--- src/rtl/alu32_pkg.sv ---
package alu32_pkg;

  localparam logic [3:0] CODE_AND = 4'b0000;
  localparam logic [3:0] CODE_OR  = 4'b0001;
  localparam logic [3:0] CODE_XOR = 4'b0010;
  localparam logic [3:0] CODE_NOR = 4'b0011;
  localparam logic [3:0] CODE_ADD = 4'b0110;
  localparam logic [3:0] CODE_SUB = 4'b1110;
  localparam logic [3:0] CODE_SLT = 4'b1111;

  typedef struct packed {
    logic       enable;      // code is one of the defined operations
    logic       subtract;    // invert second operand, carry-in one
    logic       arithGroup;  // arithmetic group over logic group
    logic       pickLess;    // less-than bit over the sum
    logic [1:0] logicOp;     // 0 and, 1 or, 2 xor, 3 nor
  } alu_strobe_t;

endpackage

--- src/rtl/alu32_ctrl.sv ---
module alu32_ctrl
  import alu32_pkg::*;
(
  input  logic [3:0]  aluCode,
  output alu_strobe_t strobe
);

  logic known;

  always_comb begin
    unique case (aluCode)
      CODE_AND, CODE_OR, CODE_XOR, CODE_NOR,
      CODE_ADD, CODE_SUB, CODE_SLT: known = 1'b1;
      default:                      known = 1'b0;
    endcase
  end

  always_comb begin
    strobe.enable     = known;
    strobe.subtract   = aluCode[3];
    strobe.arithGroup = aluCode[2];
    strobe.pickLess   = aluCode[0];
    strobe.logicOp    = aluCode[1:0];
  end

endmodule

--- src/rtl/alu32_datapath.sv ---
module alu32_datapath
  import alu32_pkg::*;
#(
  parameter int WIDTH = 32
) (
  input  logic [WIDTH-1:0] opA,
  input  logic [WIDTH-1:0] opB,
  input  alu_strobe_t      strobe,
  output logic [WIDTH-1:0] result,
  output logic             zeroFlag,
  output logic             overflow
);

  localparam int MSB = WIDTH - 1;

  logic [WIDTH-1:0] logicOut;
  logic [WIDTH-1:0] bEff;
  logic [WIDTH-1:0] sum;
  logic             rawOvf;
  logic             lessBit;

  // per-bit logic unit, four-way select by logicOp
  for (genvar i = 0; i < WIDTH; i++) begin : g_logic
    always_comb begin
      unique case (strobe.logicOp)
        2'd0:    logicOut[i] = opA[i] & opB[i];
        2'd1:    logicOut[i] = opA[i] | opB[i];
        2'd2:    logicOut[i] = opA[i] ^ opB[i];
        default: logicOut[i] = ~(opA[i] | opB[i]);
      endcase
    end
  end

  // shared adder for add, subtract and compare
  always_comb begin
    bEff    = opB ^ {WIDTH{strobe.subtract}};
    sum     = opA + bEff + {{(WIDTH-1){1'b0}}, strobe.subtract};
    rawOvf  = (opA[MSB] == bEff[MSB]) && (sum[MSB] != opA[MSB]);
    lessBit = sum[MSB] ^ rawOvf;
  end

  always_comb begin
    if (!strobe.enable) begin
      result   = '0;
      overflow = 1'b0;
    end else if (strobe.arithGroup) begin
      result   = strobe.pickLess ? {{(WIDTH-1){1'b0}}, lessBit} : sum;
      overflow = rawOvf & ~strobe.pickLess;
    end else begin
      result   = logicOut;
      overflow = 1'b0;
    end
    zeroFlag = ~|result;
  end

endmodule

--- src/rtl/alu32_top.sv ---
module alu32_top
  import alu32_pkg::*;
#(
  parameter int WIDTH = 32
) (
  input  logic [WIDTH-1:0] opA,
  input  logic [WIDTH-1:0] opB,
  input  logic [3:0]       aluCode,
  output logic [WIDTH-1:0] result,
  output logic             zeroFlag,
  output logic             overflow
);

  alu_strobe_t strobe;

  alu32_ctrl ctrl_i (
    .aluCode (aluCode),
    .strobe  (strobe)
  );

  alu32_datapath #(.WIDTH(WIDTH)) dp_i (
    .opA      (opA),
    .opB      (opB),
    .strobe   (strobe),
    .result   (result),
    .zeroFlag (zeroFlag),
    .overflow (overflow)
  );

endmodule

--- config.mk ---
export PLATFORM = sky130hd
export DESIGN_NAME = alu32_top
export DESIGN_NICKNAME = d
export VERILOG_FILES = /design/src/rtl/alu32_pkg.sv /design/src/rtl/alu32_ctrl.sv /design/src/rtl/alu32_datapath.sv /design/src/rtl/alu32_top.sv
export SDC_FILE = /design/constraint.sdc
export NUM_CORES = 1
export LEC_CHECK = 0
export BUFFER_PORTS_ARGS = -buffer_cell sky130_fd_sc_hd__buf_2
export CORE_MARGIN = 1.5
export CORE_UTILIZATION = 59
export DETAILED_ROUTE_END_ITERATION = 8
export PLACE_DENSITY = 0.86
export SLEW_MARGIN = 5
export SYNTH_ARGS = -nofsm -noshare
export SYNTH_HDL_FRONTEND = slang
export SYNTH_HIERARCHICAL = 1
export SYNTH_SLANG_ARGS = --single-unit
--- constraint.sdc ---
create_clock -name vclk -period 6.2
set_clock_uncertainty 0.1 [all_clocks]
set_input_delay 1.24 -clock vclk [all_inputs]
set_output_delay 1.24 -clock vclk [all_outputs]
set_load 0.1 [all_outputs]
==> summary.md <==
| Metric | Value |
|---|---|
| Slew Limit Headroom | 53.0% |
| N_diodes | 0 |
| Crit-path leading delay family | compound AO/OA/AOI/OAI gates |
| RSZ-0062 raised after global routing | no |
| Crit start category | primary input |
| CORE AREA | 7730 um2 |
| Fmax | 166 MHz |
| Place WS | 0.146 ns |
| YS warnings | 6 |
| 1st-iter DRT viols | 276 |
| Max-cap viol count | 0 |
| I/O pin count | 102 |
| First-pass DRT Iterations | 4 |
| Wire length per cell | 16.7 um |
| Area of the die | 8530 um2 |
| Status | completed |
| CP Capture Type | primary output |
| GR Layer Usage met1 | 42.7% |
| Post-route ant nets | 0 |
| Final setup TNS | 0 ns |
| Slew Viols, Final | 0 |
| Post-route minimum period | 6.03 ns |
| FFs & Latches | 0 |
| Clock buffer cells | 0 |
| Switch share | 64.8% |
| Final Util | 73.1% |
| Congestion Overflow GR | 0 |
| Port Buffer Count | 102 |
| First-pass GRT wire length | 22300 um |
| Register area share after synthesis | 0% |
| Reg power frac | 0% |
| Synth Instances | 638 |
| Final hold vios | 0 |
| Synth unique cells | 66 |
| Layout overhead on the synthesized area | 19.8% |
| Gr busiest metal | met2 |
| Pleak | 2.87 nW |
| Crit Path Max Fanout | 15 |
| Required time of the critical path | 4.86 ns |
| Synth Cell Area | 4710 um2 |
| M2 GR Usage | 55.9% |
| Hold Path Cell Cnt | 5 |
| Starting Density | 61.0% |
| Inst Count DP | 824 |
| CP Launch Point | aluCode[3] |
| Tot Pwr | 0.791 mW |
| Post-Route WL | 13700 um |
| Die H | 92.4 um |
| Post-cts hold buffer count | 0 |
| Worst Setup Slack, final | 0.168 ns |
| Clock Power Share | 0% |
| Fillers | 641 |
| GRT Total Usage | 31.6% |
| Hold Slack | 3.05 ns |
| Peak supply drop | 0.0874 mV |
| Synth top area share | 26.8% |
| Tcrit/Tclk final | 97.3% |
| Critical path type | primary input to primary output |
| DR vias/cell | 5.91 |
| Hold endpoint | overflow |
| Cell Pwr Density | 140 nW/um2 |
| CP peak stage delay | 0.42 ns |
| Min-delay src | opA[31] |
| CP max-delay cell | a2111oi_2 |
| Initial antenna violation count | 0 |
| DRC | 0 |
| CP arrival | 4.69 ns |
| Final nets | 895 |
| Layout Cells excl Fill | 825 |
| Post-synthesis net count | 808 |
| Pint | 0.278 mW |
| Vias after detailed routing | 4874 |
| Ranking of synthesized cells by area | ha_1, xor2_1, xnor2_1, mux2i_1, inv_1 |
| Vias in the first global route | 4746 |
| FF/Latch Area | 0 um2 |
| M3 GR Usage | 1.31% |
| CP Buf/Inv Count | 3 |
| Logic pwr share | 100.0% |
| Largest net degree at the start of global routing | 45 |
| # rows | 32 |
| Sw Pwr | 0.513 mW |
| Hold WC Path Type | primary input to primary output |
| Worst Tran Pin Value | 0.705 ns |
| Synthesized area per cell | 7.39 um2 |
| Die X | 92.4 um |
| Share of cells above drive strength 1 | 24.6% |
| Final setup vio count | 0 |
| Final Instance Area | 5650 um2 |
| Final GP Congestion | 0.993 |
| Largest area contributor in the synthesized netlist | ha_1 |
| Post-DP HPWL | 11500 um |
| Critical Path, Cell by Cell | buf_2 > buf_12 > xor2_1 > ha_1 > a21o_1 > a211oi_2 > a211oi_4 > o21bai_2 > o21ai_1 > a2111oi_2 > xor2_1 > o21ai_2 > nor3_1 > nor4b_4 > buf_12 |
| Post-placement cell area | 5580 um2 |
[area by class of cell]
| class | instances | area [um2] | area share [%] |
|---|---|---|---|
| multi-input cells | 532 | 4480 | 79.2 |
| inverters | 71 | 267 | 4.72 |
| repair buffers | 120 | 778 | 13.8 |
| well taps | 102 | 128 | 2.26 |
[cells in the mapped netlist, types with 7 or more instances]
master	n
ha_1	101
nand4_1	7
xnor2_1	41
nand2_1	47
nor3_1	11
clkbuf_1	17
buf_4	8
inv_1	69
a21o_1	9
nor2_1	42
a21oi_1	48
mux2i_1	34
xor2_1	51
o21ai_0	15
o21ai_1	13
o22ai_1	17
[cell usage in the layout, fill, tap and decap left out, types with 3 or more instances in the layout]
cell type  synthesis  layout
nand2_1           47      47
o22ai_2            0      10
o211ai_1           6       6
a21o_1             9       9
buf_12             0       9
a21oi_1           48      45
ha_1             101     101
nand4_1            7       7
buf_2              5      94
o21ai_1           13       9
buf_4              8      17
nand3b_1           3       3
a21oi_2            2       5
a211oi_2           3       3
nor2_1            42      42
or4_1              3       3
and2_1             4       4
nor2b_1            6       6
o21bai_1           3       3
o22ai_1           17       4
o21ai_0           15      14
o21a_1             3       3
a31o_2             4       4
nor3_1            11      11
a2111oi_2          4       4
o21ai_2            1       6
xnor2_1           41      41
inv_1             69      69
mux2i_1           34      34
xor2_1            51      51
o22ai_4            0       3
a31oi_1            4       4
[worst max path at each step]
stage               endpoint  slack, ns  cells after the start
floorplan           zeroFlag      -0.51                     15
global placement    zeroFlag       0.24                     15
detailed placement  zeroFlag       0.15                     15
CTS                 zeroFlag       0.13                     15
global route        zeroFlag      0.004                     15
finish              zeroFlag       0.17                     15
[repair_timing]
action / 4_1_cts / 5_1_grt
buffers inserted: 0 / 1
resized for setup: 0 / 10
setup endpoints to repair: 0 / 1
[worst min-delay path: cells and delay by family]
family / cells / cell delay, ns
buffers and inverters: 2 / 0.41
AO/OA/AOI/OAI: 1 / 0.13
AND/OR/NAND/NOR: 2 / 0.11
[power groups by stage]
stage               sequential, mW  combinational (mW)  clock (mW)
floorplan                        0               0.590           0
global placement                 0               0.751           0
detailed placement               0               0.768           0
CTS                              0               0.771           0
global route                     0               0.850           0
finish                           0               0.791           0
[kinds of logic (layout without fill, tap and decap cells)]
| group | count (synthesis) | in the layout | share of synthesized area [%] |
|---|---|---|---|
| AO/OA/AOI/OAI | 160 | 160 | 23.3 |
| XOR/XNOR | 92 | 92 | 17.1 |
| adder cells (fa/ha/maj) | 103 | 103 | 27.5 |
| buffers and inverters | 106 | 191 | 9.53 |
| multiplexers | 37 | 37 | 7.99 |
| AND/OR/NAND/NOR | 140 | 140 | 14.6 |
[per-layer routing]
metal  wire (um)  vias to the layer above
met5           0                        -
met4         226                        0
met3         679                       27
met2        6420                      177
met1        6420                     2275
li1            -                     2395
Note: power is estimated with default switching activity, not from simulation.
